==> config.mk <==
export PLATFORM = sky130hd
export DESIGN_NAME = stim_accum
export DESIGN_NICKNAME = d
export VERILOG_FILES = /design/src/rtl/stim_accum_pkg.sv /design/src/rtl/acc_ctrl.sv /design/src/rtl/acc_datapath.sv /design/src/rtl/stim_accum.sv
export SDC_FILE = /design/constraint.sdc
export NUM_CORES = 2
export LEC_CHECK = 0
export BUFFER_PORTS_ARGS = -buffer_cell sky130_fd_sc_hd__buf_2
export CAP_MARGIN = 25
export CORE_MARGIN = 2
export CORE_UTILIZATION = 63
export CTS_BUF_LIST = sky130_fd_sc_hd__clkbuf_4
export CTS_CLUSTER_DIAMETER = 80
export DETAILED_ROUTE_END_ITERATION = 6
export PLACE_DENSITY = 0.8
export SYNTH_ARGS = -nofsm -noshare
export SYNTH_HDL_FRONTEND = slang
export SYNTH_SLANG_ARGS = --single-unit
export TNS_END_PERCENT = 30
==> constraint.sdc <==
create_clock -name clk -period 12.5 [get_ports clk]
set_input_delay 2.5 -clock clk [delete_from_list [all_inputs] [get_ports clk]]
set_output_delay 2.5 -clock clk [all_outputs]
set_load 0.02 [all_outputs]
==> src/rtl/stim_accum_pkg.sv <==
package stim_accum_pkg;
  // Scale shifts: mode 0 uses a shift-and-subtract pair, mode 1 a single shift.
  localparam int ScaleHiShift = 4;
  localparam int ScaleLoShift = 9;
  localparam int ScaleAltShift = 5;

  typedef struct packed {
    logic capture;    // snapshot the inputs of the step
    logic beatValid;  // weight banks read this cycle
    logic firstBeat;  // first beat of a target row
    logic lastBeat;   // last beat of a target row
    logic sweepEnd;   // last beat of the whole sweep
  } accStrobe_t;
endpackage

==> src/rtl/acc_ctrl.sv <==
module acc_ctrl
  import stim_accum_pkg::*;
#(
  parameter int NUM_NEURONS = 16,
  parameter int LANES = 4
) (
  input  logic clk,
  input  logic rst,
  input  logic start,
  output accStrobe_t strobe,
  output logic [$clog2(NUM_NEURONS*NUM_NEURONS/LANES)-1:0] beatAddr,
  output logic [((NUM_NEURONS/LANES) > 1 ? $clog2(NUM_NEURONS/LANES) : 1)-1:0] beatCol,
  output logic [$clog2(NUM_NEURONS)-1:0] beatTgt,
  output logic busy
);
  localparam int PerTgt = NUM_NEURONS / LANES;
  localparam int Beats = NUM_NEURONS * NUM_NEURONS / LANES;
  localparam int BeatW = $clog2(Beats);
  localparam int ColW = PerTgt > 1 ? $clog2(PerTgt) : 1;
  localparam int TgtW = $clog2(NUM_NEURONS);
  localparam int CntW = $clog2(Beats + 2) + 1;

  logic [CntW-1:0] cnt;
  logic busyReg;
  logic inSweep;

  always_ff @(posedge clk) begin
    if (rst) begin
      busyReg <= 1'b0;
      cnt <= '0;
    end else if (!busyReg) begin
      cnt <= '0;
      if (start) busyReg <= 1'b1;
    end else if (cnt == CntW'(Beats + 1)) begin
      busyReg <= 1'b0;
    end else begin
      cnt <= cnt + 1'b1;
    end
  end

  always_comb begin
    inSweep = busyReg && (int'(cnt) < Beats);
    strobe.capture = !busyReg && start;
    strobe.beatValid = inSweep;
    strobe.firstBeat = inSweep && ((int'(cnt) % PerTgt) == 0);
    strobe.lastBeat = inSweep && ((int'(cnt) % PerTgt) == PerTgt - 1);
    strobe.sweepEnd = inSweep && (int'(cnt) == Beats - 1);
    beatAddr = BeatW'(cnt);
    beatCol = ColW'(int'(cnt) % PerTgt);
    beatTgt = TgtW'(int'(cnt) / PerTgt);
  end

  assign busy = busyReg;
endmodule

==> src/rtl/acc_datapath.sv <==
module acc_datapath
  import stim_accum_pkg::*;
#(
  parameter int NUM_NEURONS = 16,
  parameter int LANES = 4,
  parameter int DATA_W = 18,
  parameter int WGT_W = 8
) (
  input  logic clk,
  input  logic rst,
  input  accStrobe_t strobe,
  input  logic [$clog2(NUM_NEURONS*NUM_NEURONS/LANES)-1:0] beatAddr,
  input  logic [((NUM_NEURONS/LANES) > 1 ? $clog2(NUM_NEURONS/LANES) : 1)-1:0] beatCol,
  input  logic [$clog2(NUM_NEURONS)-1:0] beatTgt,
  input  logic modeSel,
  input  logic [DATA_W-1:0] bias,
  input  logic [NUM_NEURONS*DATA_W-1:0] isVec,
  input  logic wgtWe,
  input  logic [$clog2(NUM_NEURONS*NUM_NEURONS)-1:0] wgtAddr,
  input  logic [WGT_W-1:0] wgtData,
  output logic stimValid,
  output logic [$clog2(NUM_NEURONS)-1:0] stimIdx,
  output logic [DATA_W-1:0] stimData,
  output logic done
);
  localparam int PerTgt = NUM_NEURONS / LANES;
  localparam int BankDepth = NUM_NEURONS * NUM_NEURONS / LANES;
  localparam int BankAw = $clog2(BankDepth);
  localparam int ColW = PerTgt > 1 ? $clog2(PerTgt) : 1;
  localparam int TgtW = $clog2(NUM_NEURONS);
  localparam int AccW = DATA_W + WGT_W + TgtW + 1;
  localparam logic signed [AccW-1:0] SatHi = AccW'((64'sd1 <<< (DATA_W - 1)) - 1);
  localparam logic signed [AccW-1:0] SatLo = ~SatHi;

  // Input snapshot taken at the accepted start.
  logic signed [DATA_W-1:0] isSnap [NUM_NEURONS];
  logic signed [DATA_W-1:0] biasSnap;
  logic modeSnap;

  always_ff @(posedge clk) begin
    if (strobe.capture) begin
      for (int n = 0; n < NUM_NEURONS; n++) isSnap[n] <= isVec[n*DATA_W +: DATA_W];
      biasSnap <= bias;
      modeSnap <= modeSel;
    end
  end

  // Stage 1: bank read with beat flags aligned to the read data.
  logic s1Valid, s1First, s1Last, s1End;
  logic [ColW-1:0] s1Col;
  logic [TgtW-1:0] s1Tgt;

  always_ff @(posedge clk) begin
    if (rst) begin
      s1Valid <= 1'b0;
      s1First <= 1'b0;
      s1Last <= 1'b0;
      s1End <= 1'b0;
      s1Col <= '0;
      s1Tgt <= '0;
    end else begin
      s1Valid <= strobe.beatValid;
      s1First <= strobe.firstBeat;
      s1Last <= strobe.lastBeat;
      s1End <= strobe.sweepEnd;
      s1Col <= beatCol;
      s1Tgt <= beatTgt;
    end
  end

  logic signed [AccW-1:0] laneProd [LANES];

  for (genvar l = 0; l < LANES; l++) begin : g_lane
    logic signed [WGT_W-1:0] mem [BankDepth];
    logic signed [WGT_W-1:0] rdq;
    logic [TgtW-1:0] srcIdx;
    logic signed [AccW-1:0] wExt, iExt;

    always_ff @(posedge clk) begin
      if (wgtWe && (int'(wgtAddr) % LANES == l)) mem[BankAw'(int'(wgtAddr) / LANES)] <= wgtData;
      if (strobe.beatValid) rdq <= mem[beatAddr];
    end

    assign srcIdx = TgtW'(int'(s1Col) * LANES + l);
    assign wExt = AccW'(rdq);
    assign iExt = AccW'(isSnap[srcIdx]);
    assign laneProd[l] = wExt * iExt;
  end

  // Combining adder over the lanes.
  logic signed [AccW-1:0] beatSum;
  always_comb begin
    beatSum = '0;
    for (int l = 0; l < LANES; l++) beatSum = beatSum + laneProd[l];
  end

  // Stage 2: running sum per target row.
  logic signed [AccW-1:0] acc;
  logic s2Fire, s2End;
  logic [TgtW-1:0] s2Tgt;

  always_ff @(posedge clk) begin
    if (rst) begin
      acc <= '0;
      s2Fire <= 1'b0;
      s2End <= 1'b0;
      s2Tgt <= '0;
    end else begin
      if (s1Valid) acc <= s1First ? beatSum : acc + beatSum;
      s2Fire <= s1Valid && s1Last;
      s2End <= s1Valid && s1End;
      s2Tgt <= s1Tgt;
    end
  end

  // Scale, bias and clamp.
  logic signed [AccW-1:0] scaled, biased, clamped;
  always_comb begin
    if (modeSnap) scaled = acc >>> ScaleAltShift;
    else scaled = (acc >>> ScaleHiShift) - (acc >>> ScaleLoShift);
    biased = scaled + AccW'(biasSnap);
    if (biased > SatHi) clamped = SatHi;
    else if (biased < SatLo) clamped = SatLo;
    else clamped = biased;
  end

  // Stage 3: output register.
  always_ff @(posedge clk) begin
    if (rst) begin
      stimValid <= 1'b0;
      stimIdx <= '0;
      stimData <= '0;
      done <= 1'b0;
    end else begin
      stimValid <= s2Fire;
      done <= s2End;
      if (s2Fire) begin
        stimIdx <= s2Tgt;
        stimData <= clamped[DATA_W-1:0];
      end
    end
  end
endmodule

==> src/rtl/stim_accum.sv <==
module stim_accum
  import stim_accum_pkg::*;
#(
  parameter int NUM_NEURONS = 16,
  parameter int LANES = 4,
  parameter int DATA_W = 18,
  parameter int WGT_W = 8
) (
  input  logic clk,
  input  logic rst,
  input  logic start,
  input  logic modeSel,
  input  logic [DATA_W-1:0] bias,
  input  logic [NUM_NEURONS*DATA_W-1:0] isVec,
  input  logic wgtWe,
  input  logic [$clog2(NUM_NEURONS*NUM_NEURONS)-1:0] wgtAddr,
  input  logic [WGT_W-1:0] wgtData,
  output logic busy,
  output logic stimValid,
  output logic [$clog2(NUM_NEURONS)-1:0] stimIdx,
  output logic [DATA_W-1:0] stimData,
  output logic done
);
  localparam int PerTgt = NUM_NEURONS / LANES;
  localparam int BeatW = $clog2(NUM_NEURONS * NUM_NEURONS / LANES);
  localparam int ColW = PerTgt > 1 ? $clog2(PerTgt) : 1;
  localparam int TgtW = $clog2(NUM_NEURONS);

  accStrobe_t strobe;
  logic [BeatW-1:0] beatAddr;
  logic [ColW-1:0] beatCol;
  logic [TgtW-1:0] beatTgt;
  logic wgtGate;

  assign wgtGate = wgtWe && !busy;

  acc_ctrl #(.NUM_NEURONS(NUM_NEURONS), .LANES(LANES)) u_ctrl (
    .clk(clk), .rst(rst), .start(start), .strobe(strobe),
    .beatAddr(beatAddr), .beatCol(beatCol), .beatTgt(beatTgt), .busy(busy)
  );

  acc_datapath #(.NUM_NEURONS(NUM_NEURONS), .LANES(LANES), .DATA_W(DATA_W), .WGT_W(WGT_W)) u_dp (
    .clk(clk), .rst(rst), .strobe(strobe),
    .beatAddr(beatAddr), .beatCol(beatCol), .beatTgt(beatTgt),
    .modeSel(modeSel), .bias(bias), .isVec(isVec),
    .wgtWe(wgtGate), .wgtAddr(wgtAddr), .wgtData(wgtData),
    .stimValid(stimValid), .stimIdx(stimIdx), .stimData(stimData), .done(done)
  );
endmodule

==> results by stage <==
Clock tree:
- The H-tree generated during clock tree synthesis spans 6 levels.
- After clock tree synthesis, the flow added hold-fix buffers numbering 0.
- The number of buffers added by the clock tree synthesis step is 618.
- The sink count of the clock tree is 2467.
- The post-CTS repair timing setup buffer count is 0.
- The maximum count of clock buffers along a single path is 4.
- After clock tree synthesis, the clock-pin slew on the worst setup and hold paths is 0.06 ns.
- TritonCTS built the clock tree.
- The clock latency reported for the late side of the worst-skew pair is 1.45 ns.
- The clock root buffer is clkbuf_4.
- Gates resized during post-CTS repair numbered 0.

Yosys:
- For this run, the leading register cell type out of synthesis is edfxtp_1.
- The post-synthesis net count is 8430.
- The area share of the largest cell type after synthesis is 0.594.
- The synthesized design spends more area on one cell type than any other, namely edfxtp_1.
- The number of synthesized register bits is 2467.
- The cell area after technology mapping is 121000 um2.
- A synthesized cell averages 16.6 um2.
- The yosys synthesis warning count is 0.
- The register area share after synthesis is 0.607.
- In this run, synthesis inferred 2387 flip-flops with an integrated enable.
- Yosys attributes the largest share of cell area to edfxtp_1 59%, mux4_2 14%, fa_1 8.6%, ha_1 3.3%, inv_1 2.3%.
- The count of unique library cells instantiated by Yosys is 86.
- For this run, asynchronously set or reset flops after synthesis account for 0.
- The synthesized instance count is 7273.

Layout:
- The share of layout cells above drive strength 1 is 0.253.
- The most common library cell in the layout ignoring fill and taps is edfxtp_1.
- Relative to the synthesized area, the layout overhead comes to 9.94%.
- The total number of nets in the final design is 9179.
- The layout has 11900 filler cells.
- In the layout the commonest cells are 2387 x edfxtp_1, 871 x clkbuf_4, 748 x inv_1.

STA:
- For the final routed database, the setup TNS stands at 0 ns.
- The ratio of final minimum period to clock period is 0.895.
- The number of pins exceeding their max-slew limit in the final report is 0.
- Setup violations remaining at the end of the flow were counted as 0.
- The headroom to the max-slew limit is 0.193.
- For this run, the top clock speed supported by timing is 0.0894 GHz.
- The minimum clock period after layout is 11.18 ns.
- For the final database, setup skew stands at 0.146 ns.
- The number of hold violations in the final report is 0.
- At the pin with the least slew margin, the transition time is 1.21 ns.
- Setup repair after global routing left no endpoint under its margin.

Routing:
- The length of routed wiring on met1 is 105000 um.
- After detailed routing, the number of vias per cell comes to 6.28.
- Once detail routing completed, the nets flagged for antenna violations numbered 0.
- In the detailed route, the total length drawn on met2 is 148000 um.
- Detailed routing placed a total of 29800 um of wire on met3.
- For this block, the routed nets add up to 299000 um of wire.
- The top routing layer in use is met5.
- The number of detailed-route iterations in the first pass is 7.
- In this run, the number of DRC markers left after iteration 0 of detailed routing was 8164.
- The routed via count is 68700.
- The routed wirelength normalized by instance count is 27.3 um.
- The remaining routing DRC violations is 211.

Setup path:
- The worst register-to-register path begins at u_dp.s1Col[0].
- The logic depth of the worst register-to-register path is 40.
- The arrival time at the worst endpoint is 12.40 ns.
- By startpoint and endpoint, the worst setup path is classified as flop to flop.
- For the worst setup path, the data required time is 13.71 ns.
- The largest incremental delay on the critical path is 0.69 ns.
- The worst setup path is launched from a flop.
- The worst-case register-to-register setup slack is 1.32 ns.
- Of all nets on the critical path, the largest fanout is 33.
- Tracing the worst setup path back leads to its startpoint at u_dp.s1Col[0].
- In this run the worst setup path terminates at u_dp.acc[30].
- The worst register-to-register path ends at u_dp.acc[30].
- The critical path's slowest cell is dfxtp_4.
- The kind of capture point of the worst setup path is a flop.
- Among the stages of the critical path, the cell type that occurs most often is fa_1.

Floorplan:
- The floorplan step defined a core boundary enclosing 190000 um2.
- The die is 442 um wide.
- In this run the vertical extent of the chip is 442 um.
- The starting density of the core is 0.634.
- The die area is 195000 um2.
- The number of primary I/O pins is 352.
- In this run the core area contains 160 standard-cell rows.

Global routing:
- The maximum number of pins on one net before global-route repair is 173.
- For this run the aggregate overflow at the end of global routing stands at 0.
- In the global route stage, overall resource usage came out at 0.308.
- The first-pass GRT wire length is 446000 um.
- The via count of the first global-routing pass was 71400.
- The number of antenna violations at the first check in global routing is 23.

Placed design:
- The congestion estimate from routability-driven global placement came to 0.917.
- The detailed-placement wirelength estimate is 199000 um.
- The number of buffer cells added on primary ports is 351.

Outcome:
- The flow ran to the end, but the final reports show violations.
- The checks that failed: design-rule violations.

Flow run:
- The max-cap check violation count is 0.

Hold path:
- In this run the worst hold path is classified as flop to flop.
[routing by layer]
| metal | track usage | up-vias |
|---|---|---|
| li1 | - | 29000 |
| met1 | 0.390 | 34800 |
| met3 | 0.0759 | 849 |
| met4 | 0.164 | 20 |
| met2 | 0.499 | 4108 |
| met5 | 0 | - |
[worst min path at each step]
stage / from / end / slack (ns) / depth (start not counted)
CTS: u_dp.s1Tgt[3] / u_dp.s2Tgt[3] / 0.44 / 1
detailed placement: u_dp.s1Tgt[3] / u_dp.s2Tgt[3] / 0.43 / 1
floorplan: u_dp.s2End / u_dp.done / 0.41 / 1
global placement: u_dp.s1Tgt[0] / u_dp.s2Tgt[0] / 0.42 / 1
finish: u_dp.s1Tgt[3] / u_dp.s2Tgt[3] / 0.44 / 1
global route: u_dp.s1Tgt[0] / u_dp.s2Tgt[0] / 0.47 / 1
[flip-flops by register name (all words and copies together) (netlist names), 2 cells and up]
| signal | cells |
|---|---|
| u_dp.g_lane.mem | 2048 |
| u_dp.s2Tgt | 4 |
| u_dp.g_lane.rdq | 32 |
| u_dp.isSnap | 288 |
| u_dp.s1Tgt | 4 |
| u_dp.stimData | 18 |
| u_ctrl.cnt | 8 |
| u_dp.stimIdx | 4 |
| u_dp.s1Col | 2 |
| u_dp.biasSnap | 18 |
| u_dp.acc | 31 |
[layout make-up]
class	instances	area (um2)	area share
antenna	21	52.6	0.000396
clock buffer	871	6540	0.0493
multi-input combinational	3780	43600	0.328
clock inverter	143	868	0.00654
sequential	2467	73300	0.552
timing repair buffer	406	2430	0.0183
tap	2511	3140	0.0237
inverter	749	2820	0.0212
[cell families after synthesis]
logic type,share of synthesized area
and+or+nand+nor,0.0591
muxes,0.140
adders and majority gates,0.118
xor gates and xnor gates,0.0138
DFF,0.607
AOI/OAI and AO/OA,0.0297
buffers and inverters,0.0322
[cells in the mapped netlist (56+ instances only)]
| cell | count |
|---|---|
| clkbuf_1 | 210 |
| nand2b_1 | 63 |
| nor2_1 | 451 |
| nand2_1 | 308 |
| xor2_1 | 61 |
| inv_1 | 749 |
| a21oi_1 | 158 |
| dfxtp_1 | 80 |
| o21ai_0 | 115 |
| nor3_1 | 56 |
| edfxtp_1 | 2387 |
| xnor2_1 | 129 |
| and2_1 | 397 |
| fa_1 | 516 |
| buf_1 | 58 |
| mux4_2 | 744 |
| ha_1 | 314 |
[worst max-delay path, delay by kind of cell, from the launching register on]
| family | cells | cell delay [ns] |
|---|---|---|
| flip-flops | 1 | 0.69 |
| AO/OA/AOI/OAI | 12 | 2.42 |
| XOR/XNOR | 2 | 0.60 |
| buffers and inverters | 5 | 0.58 |
| AND/OR/NAND/NOR | 10 | 1.79 |
| multiplexers | 2 | 1.02 |
| adder cells (fa/ha/maj) | 9 | 3.86 |
[stage by stage]
step	hold WS, ns	cell area (um2)	std cells	utilization	worst slack, ns
2_1_floorplan	0.414	121000	7273	-	2.45
3_3_place_gp	0.420	125000	9908	0.657	1.63
3_5_place_dp	0.427	125000	9908	0.657	1.42
4_1_cts	0.440	133000	10900	0.696	1.35
5_1_grt	0.465	133000	10900	0.697	0.677
6_report	0.439	133000	10900	0.697	1.32
Power is not shown: default switching activity piles up to over one toggle a cycle in this logic, so the estimate is an artifact.
